[src/rtl/par_slave_buf.sv]
module par_slave_buf #(
  parameter int DW   = 8,
  parameter int SYNC = 2
) (
  input  logic          clk,
  input  logic          rst_n,
  input  logic          en,
  input  logic          addr_mode,
  input  logic          ext_cs,
  input  logic          ext_rd,
  input  logic          ext_wr,
  input  logic [1:0]    ext_addr,
  input  logic [DW-1:0] ext_din,
  output logic [DW-1:0] ext_dout,
  output logic          ext_doe,
  input  logic [1:0]    in_rd,
  output logic [2*DW-1:0] in_data0,
  output logic [2*DW-1:0] in_data1,
  input  logic [1:0]    out_wr,
  input  logic [2*DW-1:0] out_wdata,
  output logic [3:0]    in_full,
  output logic [3:0]    out_empty,
  output logic          ovf,
  output logic          unf
);
  localparam int NB = 4;
  localparam int AW = $clog2(NB);

  logic [DW-1:0] ibuf [NB];
  logic [DW-1:0] obuf [NB];
  logic [SYNC:0] wr_sh, rd_sh;
  logic [AW-1:0] wptr, rptr, widx, ridx;
  logic          en_q, en_rise, wr_end, rd_end;
  logic [3:0]    full_n, empty_n;

  always_ff @(posedge clk or negedge rst_n)
    if (!rst_n) begin
      wr_sh <= '0;
      rd_sh <= '0;
      en_q  <= 1'b0;
    end else begin
      wr_sh <= {wr_sh[SYNC-1:0], ext_cs & ext_wr};
      rd_sh <= {rd_sh[SYNC-1:0], ext_cs & ext_rd};
      en_q  <= en;
    end

  assign en_rise = en & ~en_q;
  assign wr_end  = en & en_q & wr_sh[SYNC] & ~wr_sh[SYNC-1];
  assign rd_end  = en & en_q & rd_sh[SYNC] & ~rd_sh[SYNC-1];
  assign widx    = addr_mode ? ext_addr : wptr;
  assign ridx    = addr_mode ? ext_addr : rptr;

  assign ext_doe  = en & ext_cs & ext_rd;
  assign ext_dout = obuf[ridx];
  assign in_data0 = {ibuf[1], ibuf[0]};
  assign in_data1 = {ibuf[3], ibuf[2]};

  always_comb begin
    full_n  = in_full;
    empty_n = out_empty;
    if (in_rd[0])  full_n[1:0]  = 2'b00;
    if (in_rd[1])  full_n[3:2]  = 2'b00;
    if (out_wr[0]) empty_n[1:0] = 2'b00;
    if (out_wr[1]) empty_n[3:2] = 2'b00;
    if (wr_end)    full_n[widx]  = 1'b1;
    if (rd_end)    empty_n[ridx] = 1'b1;
  end

  always_ff @(posedge clk or negedge rst_n)
    if (!rst_n) begin
      in_full   <= '0;
      out_empty <= '0;
      ovf       <= 1'b0;
      unf       <= 1'b0;
      wptr      <= '0;
      rptr      <= '0;
    end else if (en_rise) begin
      in_full   <= '0;
      out_empty <= '0;
      ovf       <= 1'b0;
      unf       <= 1'b0;
      wptr      <= '0;
      rptr      <= '0;
    end else begin
      in_full   <= full_n;
      out_empty <= empty_n;
      if (wr_end && in_full[widx])   ovf <= 1'b1;
      if (rd_end && out_empty[ridx]) unf <= 1'b1;
      if (wr_end && !addr_mode) wptr <= wptr + 1'b1;
      if (rd_end && !addr_mode) rptr <= rptr + 1'b1;
    end

  always_ff @(posedge clk or negedge rst_n)
    if (!rst_n) begin
      for (int i = 0; i < NB; i++) begin
        ibuf[i] <= '0;
        obuf[i] <= '0;
      end
    end else begin
      if (wr_end) ibuf[widx] <= ext_din;
      for (int k = 0; k < NB/2; k++)
        if (out_wr[k]) begin
          obuf[2*k]   <= out_wdata[DW-1:0];
          obuf[2*k+1] <= out_wdata[2*DW-1:DW];
        end
    end


  auto_step_chk: assert property (@(posedge clk) disable iff (!rst_n)
    (wr_end && !addr_mode) |=> wptr == $past(wptr) + 1'b1);

  full_set_chk: assert property (@(posedge clk) disable iff (!rst_n)
    wr_end |=> in_full[$past(widx)]);

  ovf_sticky_chk: assert property (@(posedge clk) disable iff (!rst_n)
    (ovf && !en_rise) |=> ovf);

  unf_sticky_chk: assert property (@(posedge clk) disable iff (!rst_n)
    (unf && !en_rise) |=> unf);

  dis_hold_chk: assert property (@(posedge clk) disable iff (!rst_n)
    !en |=> ($stable(wptr) && $stable(rptr) && !$rose(ovf) && !$rose(unf)));

  en_clear_chk: assert property (@(posedge clk) disable iff (!rst_n)
    en_rise |=> (in_full == 4'd0 && out_empty == 4'd0 && !ovf && !unf));
endmodule

[config.mk]
export PLATFORM = sky130hd
export DESIGN_NAME = par_slave_buf
export DESIGN_NICKNAME = d
export VERILOG_FILES = /design/src/rtl/par_slave_buf.sv
export SDC_FILE = /design/constraint.sdc
export NUM_CORES = 1
export LEC_CHECK = 0
export CAP_MARGIN = 10
export CORE_UTILIZATION = 40
export CTS_CLUSTER_SIZE = 28
export DETAILED_ROUTE_END_ITERATION = 6
export GPL_TIMING_DRIVEN = 0
export PLACE_DENSITY = 0.77
export SETUP_SLACK_MARGIN = 0.05
export SYNTH_ARGS = -nofsm -noshare
export SYNTH_HDL_FRONTEND = slang
export SYNTH_SLANG_ARGS = --single-unit
export TNS_END_PERCENT = 1
[constraint.sdc]
create_clock -name clk -period 2.7 [get_ports clk]
set_input_delay 0.54 -clock clk [delete_from_list [all_inputs] [get_ports clk]]
set_output_delay 0.54 -clock clk [all_outputs]
set_load 0.05 [all_outputs]
Word level (Yosys, flattened, before mapping):

Cells that the tools add are included.

* bits in registers: 85
* latch bits: 0
* memory bits (writable): 0
* ROM bits: 0
* input bits: 37
* memories: 0

* $add $sub $neg: 2
* multiply operators: 0
* divide/modulo/power cells: 0
* $lt $le $gt $ge: 7
* equality and inequality tests: 0
* shift-type cells: 0
* mux-type cells: 32
* bitwise operators: 17
* reductions and logical operators: 12

Operator list (number)
* bitwise mux 32 bit: 1
* 2-to-1 mux 8 bit: 3
* 2-to-1 mux 2 bit: 10
* binary-select mux 8 bit (select 2 bit): 1
* demux 8 bit (select 2 bit): 1
* 2-to-1 mux 4 bit: 4
* AND 1 bit: 10
* 2-to-1 mux 1 bit: 8
* OR 4 bit: 2
* nonzero test 2 bit: 4
* logical AND 1 bit: 7
* greater-or-equal comparator 3 bit (second input constant): 2
* less-than comparator 2 x 3 -> 1 bit (second input constant): 2
* NOT 2 -> 3 bit: 2
* adder 2 x 1 -> 2 bit (second input constant): 2
* binary-select mux 1 bit (select 2 bit): 2
* demux 1 bit (select 2 bit): 2
* greater-or-equal comparator 2 x 1 -> 1 bit (second input constant): 2
* less-than comparator 3 x 1 -> 1 bit (second input constant): 1
* NOT 1 bit: 3
* zero test 1 bit: 1

Longest topological paths before layout:

Gate-level depths: netlist of the first run.

* word-level depth: 8
* mapped depth: 5
* depth with buffers taken out: 3

Worst setup path before layout of the first run:

Ideal clock, no wire load.

* path type: input to output
* start point: input addr_mode
* end point: output ext_dout[2]
* arrival time: 1.877 ns
* required time: 2.160 ns
* setup slack: 0.283 ns
* stages: 4
* cells stage by stage: buf_6 -> mux2i_2 -> buf_6 -> mux4_2

* cells in the longest elaborated chain, start to end: 5

Ends and longest elaborated chain
* start: declaration: RTL line 8 `input logic addr_mode,`
* 2-to-1 mux 2 bit: RTL line 51 `assign ridx = addr_mode ? ext_addr : rptr;`
* NOT 2 -> 3 bit (implied by the code): RTL line 54 `assign ext_dout = obuf[ridx];`
* binary-select mux 8 bit (select 2 bit): RTL line 54
* 2-to-1 mux 8 bit (implied by the code) (2 in a row): RTL line 54
* end: declaration: RTL line 14 `output logic [DW-1:0] ext_dout,`

No other way between the ends. The select of a mux whose other input is x is not followed.

Worst setup path after layout of the first run:

* start point: input ext_addr[1]
* end point: output ext_dout[7]

* cells in the longest elaborated chain, start to end: 5

Ends and longest elaborated chain
* start: declaration: RTL line 12 `input logic [1:0] ext_addr,`
* 2-to-1 mux 2 bit: RTL line 51
* NOT 2 -> 3 bit (implied by the code): RTL line 54
* binary-select mux 8 bit (select 2 bit): RTL line 54
* 2-to-1 mux 8 bit (implied by the code) (2 in a row): RTL line 54

No other way between the ends. The select of a mux whose other input is x is not followed.

==> results_dict.tcl, run 1 <==
set metrics [dict create \
    dpl_cell_area_um2 4560 \
    fin_crit_ns 2.59 \
    yosysUniqueCellTypes 32 \
    mostFrequentLayoutCell "sky130_fd_sc_hd__dfrtp_1" \
    ir_worst_vdd_mv 0.369 \
    post_synth_mux_area_share_pct 28.6 \
    design_power_total_uw 3340 \
    crit_path_max_fanout 10 \
    outcome "finished clean" \
    io_buffers 85 \
    layout_setup_ws_ns 0.107 \
    clock_skew_ns 0.0104 \
    synth_simple_gate_area_share_pct 6.62 \
    cellPowerDensity_nw_per_um2 696 \
    num-fill-cells 737 \
    synthAdderAreaFrac_pct 0 \
    globalRouteMet2Util_pct 28.0 \
    postSynthNetCount 257 \
    synth-main-ff-cell "sky130_fd_sc_hd__dfrtp_1" \
    final_design_area_no_fill_um2 4800 \
    multiInputGateArea_um2 1390 \
    count_of_final_max_slew_check_failures 0 \
    wl_per_cell_um 17.3 \
    ios 88 \
    cp_data_required_time_ns 2.16 \
    cts_buffers 9 \
    max_slew_margin_pct 55.7 \
    synth_top_family_by_area "multiplexers" \
    area_delta_synth_final_pct 35.3 \
    antenna_violations_before_repair 0 \
    grt_use_met1_pct 23.9 \
    cts_sinks 85 \
    flops_latches_synth 85 \
    syn_area_um2 3550 \
    layout.core_utilization_pct 55.3 \
    place_congestion 0.680 \
    die-area_um2 9260 \
    critPathKind "input pin to output pin" \
    detailedRoute.firstPassIterationCount 4 \
    clock_tree.htree_level_count 3 \
    worst-endpoint-arrival_ns 2.05 \
    drt-total-wl_um 7510 \
    avgSynthCellArea_um2 16.1 \
    timing.hold.worst.class "input pin to async pin" \
    final_min_period_over_clock_period_pct 96.1 \
    detail-route-antenna-nets 0 \
    fp.coreArea_um2 8680 \
    rows 34 \
    synth.yosys.seq_area_share_pct 59.9 \
    timing.critical_path.to_type "output pin" \
    report.final.setup_viol 0 \
    first_global_vias 2239 \
    met3_usage_pct 2.37 \
    detailedRoute.firstIterationViolations 67 \
    starting_density_of_the_core_pct 40.9 \
    tritoncts "done" \
    synth-edff-count 0 \
    routed_via_density 4.98 \
    antenna_cells 0 \
    worst_slew_pin_slew_ns 0.665 \
    yosysWarnings 0 \
    insertion_delay_ns 0.34 \
    achievable-frequency_mhz 386 \
    floorplan.die.width_um 96.2 \
    pre_cts_ws_ns -1.21 \
    grt_max_degree 56 \
    start_kind "input pin" \
    hold_viol_final 0 \
    routed-via-count 2156 \
    postSynth.asyncResetShare_pct 100 \
    sequential_cell_area_um2 2130 \
    post_synthesis_compound_gate_area_fraction_pct 3.28 \
    gr-total-overflow 0 \
    grtUsageTotal_pct 17.3 \
    nets 357 \
    fraction_of_final_layout_cells_sized_beyond_drive_strength_1_pct 35.4 \
    cts-root-to-sink-buffers 2 \
    post_cts_hold_buffer_count 0 \
    synthCells 220 \
    final_layout_worst_hold_slack_ns 0.132 \
    final_cell_mix "sky130_fd_sc_hd__dfrtp_1 (85), sky130_fd_sc_hd__clkdlybuf4s50_1 (73), sky130_fd_sc_hd__mux2_2 (64)" \
    root_buffer "sky130_fd_sc_hd__clkbuf_8" \
    maxCapViolations 0 \
    grt_first_pass_wirelength_um 11900 \
    power.static_leakage_uw 0.00205 \
    chipHeight_um 96.2 \
    drc 0 \
    detailedPlacementHpwl_um 5320 \
    path_clk_slew_ns 0.09 \
    fraction_of_synthesized_cell_area_in_xor_and_xnor_cells_pct 0 \
    grt_setup_unrepaired "false" \
    grt-busiest-layer "met2" \
]
[routing by layer]
| metal | part of all wire (%) | wire (um) |
|---|---|---|
| met4 | 0.63 | 47 |
| met5 | 0 | 0 |
| met3 | 2.6 | 194 |
| met2 | 52 | 3890 |
| met1 | 45 | 3370 |
[path summary, 6_finish.rpt]
kind	to	startpoint	cells past startpoint	slack (ns)
max	ext_dout[7]	ext_addr[1]	5	0.11
min	in_data0[8]	rst_n	1	0.13
max reg2reg	in_data0[10]	wr_sh[1]	3	0.82
min reg2reg	rd_sh[1]	rd_sh[0]	0	0.35
max in group asynchronous	obuf[8]	rst_n	2	1.96
min in group clk	rd_sh[1]	rd_sh[0]	0	0.35
[flip-flops by register name, summed over array words and instances (netlist names)]
signal and cells:
obuf 32, in_data0 16, in_data1 16, in_full 4, out_empty 4, rd_sh 3
wr_sh 3, rptr 2, wptr 2, en_q 1, ovf 1, unf 1
[per-stage QoR]
step	instances	setup TNS, ns
6_report	433	0
5_1_grt	433	0
4_1_cts	432	0
3_5_place_dp	414	-9.78
3_3_place_gp	413	-171.30
2_1_floorplan	220	0
[synthesized netlist by cell type, types with 2 or more instances]
library cell | n | area [um2]
sky130_fd_sc_hd__a21oi_1 | 7 | 35.0
sky130_fd_sc_hd__a22o_1 | 2 | 17.5
sky130_fd_sc_hd__and2_1 | 2 | 12.5
sky130_fd_sc_hd__and4b_1 | 2 | 20.0
sky130_fd_sc_hd__buf_1 | 2 | 7.51
sky130_fd_sc_hd__buf_6 | 2 | 22.5
sky130_fd_sc_hd__clkbuf_1 | 3 | 11.3
sky130_fd_sc_hd__dfrtp_1 | 85 | 2130
sky130_fd_sc_hd__inv_1 | 3 | 11.3
sky130_fd_sc_hd__mux2_2 | 64 | 721
sky130_fd_sc_hd__mux2i_4 | 2 | 45.0
sky130_fd_sc_hd__mux4_2 | 10 | 225
sky130_fd_sc_hd__nand2b_1 | 4 | 25.0
sky130_fd_sc_hd__nor2b_1 | 5 | 31.3
sky130_fd_sc_hd__nor3b_4 | 2 | 37.5
sky130_fd_sc_hd__o21a_1 | 4 | 30.0
sky130_fd_sc_hd__o21ai_0 | 2 | 10.0
sky130_fd_sc_hd__o31ai_1 | 2 | 15.0
sky130_fd_sc_hd__or3_1 | 3 | 18.8
sky130_fd_sc_hd__or4_1 | 2 | 15.0
[final cells by class]
type / count / area share [%]
flip-flops and latches: 85 / 44.3
multi-input cells: 124 / 28.9
repair buffers: 89 / 17.9
clock buffers: 11 / 2.94
well taps: 108 / 2.81
clock inverters: 5 / 1.75
plain buffers: 8 / 1.17
inverters: 3 / 0.234
[where the power goes]
group | switching [uW] | internal [uW]
clock network | 445 | 549
logic | 524 | 350
registers | 69.5 | 1400
[cell families (layout without fill, tap and decap cells)]
group	Yosys count	in the layout
AND/OR/NAND/NOR	28	28
multiplexers	78	78
AO/OA/AOI/OAI	18	18
flip-flops	85	85
buffers and inverters	11	116
[repair_timing]
action,4_1_cts,5_1_grt
resized for setup,54,3
buffers inserted,2,1
setup endpoints to repair,9,5
[worst max-delay path, stage by stage]
cell	delay [ns]
sky130_fd_sc_hd__clkdlybuf4s50_1	0.50
sky130_fd_sc_hd__mux2i_4	0.23
sky130_fd_sc_hd__buf_4	0.23
sky130_fd_sc_hd__mux4_2	0.32
sky130_fd_sc_hd__buf_2	0.23
(Power assumes the default switching activity.)
==> inputs of run 2 (changes only) <==
Settings changed: GPL_TIMING_DRIVEN 0 to not set.
Clock period 2.7 ns to 2.5 ns, I/O delays scaled along.
==> results_dict.tcl, run 2 (synthesized netlist as in run 1, its figures left out) <==
set metrics [dict create \
    outcome "finished clean" \
    p_sw_share_pct 33.2 \
    seq_power_share_pct 46.8 \
    critPathKind "input pin to output pin" \
    r2r_start "rptr[1]" \
    hold_viol_final 0 \
    gr-total-overflow 0 \
    crit_path_max_fanout 5 \
    detailedRoute.firstPassIterationCount 4 \
    detailedRoute.firstIterationViolations 82 \
    power.static_leakage_uw 0.00210 \
    largest_register_ffs 32 \
    die-area_um2 9260 \
    nets 365 \
    internal_power_of_the_cells_uw 2280 \
    timing.setup.tns_ns 0 \
    drt-total-wl_um 7710 \
    maxCapViolations 0 \
    place_congestion 0.728 \
    detail-route-antenna-nets 0 \
    cellPowerDensity_nw_per_um2 697 \
    max_flop_register "obuf" \
    worst_slew_pin_slew_ns 0.608 \
    path_delay_family "buffers and inverters" \
    start_kind "input pin" \
    final_min_period_over_clock_period_pct 96.6 \
    worst-endpoint-arrival_ns 1.92 \
    final_cell_mix "sky130_fd_sc_hd__dfrtp_1 (85), sky130_fd_sc_hd__clkdlybuf4s50_1 (75), sky130_fd_sc_hd__mux2_2 (64)" \
    grt_first_pass_wirelength_um 12500 \
    routed-via-count 2216 \
    achievable-frequency_mhz 414 \
    fin_crit_ns 2.42 \
    dpl_cell_area_um2 4680 \
    cts-root-to-sink-buffers 2 \
    root_buffer "sky130_fd_sc_hd__clkbuf_8" \
    timing.rr.end "unf" \
    timing.critical_path.to_type "output pin" \
    clock_skew_ns 0.00746 \
    ir_worst_vdd_mv 0.470 \
    crit_chain "clkdlybuf4s50_1 -> mux2i_2 -> buf_2 -> mux4_2 -> buf_4" \
    drc 0 \
    timing.hold.worst.class "input pin to async pin" \
    fraction_of_final_layout_cells_sized_beyond_drive_strength_1_pct 38.4 \
    count_of_final_max_slew_check_failures 0 \
    report.final.setup_viol 0 \
    path_clk_slew_ns 0.09 \
    reg2regPathDepth 5 \
    final_design_area_no_fill_um2 4900 \
    slack_of_the_worst_reg_to_reg_path_ns 0.71 \
    wl_per_cell_um 17.5 \
    chipHeight_um 96.2 \
    netSwitchingPower_uw 1130 \
    pre_cts_ws_ns -0.219 \
    ios 88 \
    grtUsageTotal_pct 18.7 \
    cp_data_required_time_ns 2.00 \
    fp.coreArea_um2 8680 \
    grt_setup_unrepaired "true" \
    post-place-cells 423 \
    critical-path-slowest-cell "sky130_fd_sc_hd__clkdlybuf4s50_1" \
    antenna_cells 0 \
    first_global_vias 2406 \
    final-instance-count-excl-fill 441 \
    grt_max_degree 34 \
    mostFrequentLayoutCell "sky130_fd_sc_hd__dfrtp_1" \
    detailedPlacementHpwl_um 5480 \
    cts_buffers 9 \
    insertion_delay_ns 0.34 \
    power_frac_clock_pct 24.8 \
    starting_density_of_the_core_pct 40.9 \
    layout_setup_ws_ns 0.0849 \
    combinationalPowerShare_pct 28.5 \
    cts_sinks 85 \
    rows 34 \
    routed_via_density 5.02 \
    antenna_violations_before_repair 0 \
    io_buffers 87 \
    final_layout_worst_hold_slack_ns 0.102 \
    tritoncts "done" \
    cpPeakStageDelay_ns 0.45 \
    cp.buffers_inverters 3 \
    area_delta_synth_final_pct 37.9 \
    clock_tree.htree_level_count 3 \
    max_slew_margin_pct 59.4 \
    floorplan.die.width_um 96.2 \
]
==> run 2: cell types whose count changed in the layout (fill, tap and decap cells not counted), sizes merged, moves of 2 or more <==
cell and delta:
buf +10, bufinv -2, clkbuf -6, clkdlybuf4s50 +2, clkinv +3, inv +2
==> run 2: what timing repair did <==
action                     CTS  global route
buffers inserted             1             0
setup endpoints to repair    8             5
hold buffers                 0             0
gates resized for setup     12             1
gates cloned                 2             0
pin swaps                    0             0
==> run 2: routing by layer <==
metal	part of all wire, %	up-vias	GRT usage, %
met5	0	-	0
met4	1.5	0	8.08
met3	2.1	8	3.63
met2	53	40	29.6
met1	43	1143	25.0
li1	-	1025	-
==> run 2: cell type report <==
cell class | instances | area, um2
clock buffers | 9 | 124
clock inverters | 7 | 48.8
fillers | 716 | 3780
inverters | 3 | 11.3
multi-input cells | 124 | 1380
flip-flops and latches | 85 | 2130
well taps | 108 | 135
repair buffers | 105 | 1070
==> run 2: worst reg2reg max path, stage by stage (launching register included) <==
cell	delay, ns
sky130_fd_sc_hd__dfrtp_1	0.41
sky130_fd_sc_hd__mux2i_2	0.22
sky130_fd_sc_hd__buf_2	0.23
sky130_fd_sc_hd__buf_4	0.15
sky130_fd_sc_hd__mux4_2	0.48
sky130_fd_sc_hd__a22o_1	0.20
==> run 2: through the flow <==
step                utilization [%]  power (uW)
detailed placement             53.9        2590
global placement               53.9        2570
CTS                            56.7        3470
finish                         56.4        3420
global route                   56.4        3580
floorplan                         -        2210
==> run 2: power by group through the flow <==
stage | Clock (uW) | Sequential [uW] | Combinational [uW]
2_1_floorplan | 0 | 1910 | 301
4_1_cts | 882 | 1600 | 987
3_3_place_gp | 0 | 1610 | 952
5_1_grt | 939 | 1620 | 1020
6_report | 846 | 1600 | 972
3_5_place_dp | 0 | 1630 | 965
==> run 2: worst max-delay path by stage <==
stage                start     endpoint  depth (start not counted)
2_1_floorplan    addr_mode  ext_dout[2]                          4
3_3_place_gp     addr_mode  ext_dout[6]                          5
3_5_place_dp     addr_mode  ext_dout[5]                          5
4_1_cts          addr_mode  ext_dout[4]                          6
5_1_grt          addr_mode  ext_dout[1]                          6
6_report       ext_addr[1]  ext_dout[0]                          5
==> inputs of run 3 (changes only) <==
Settings changed: ABC_CLOCK_PERIOD_IN_PS set to 2500.
==> results of run 3 <==
Final layout, timing and power as in run 2 (identical DEF).
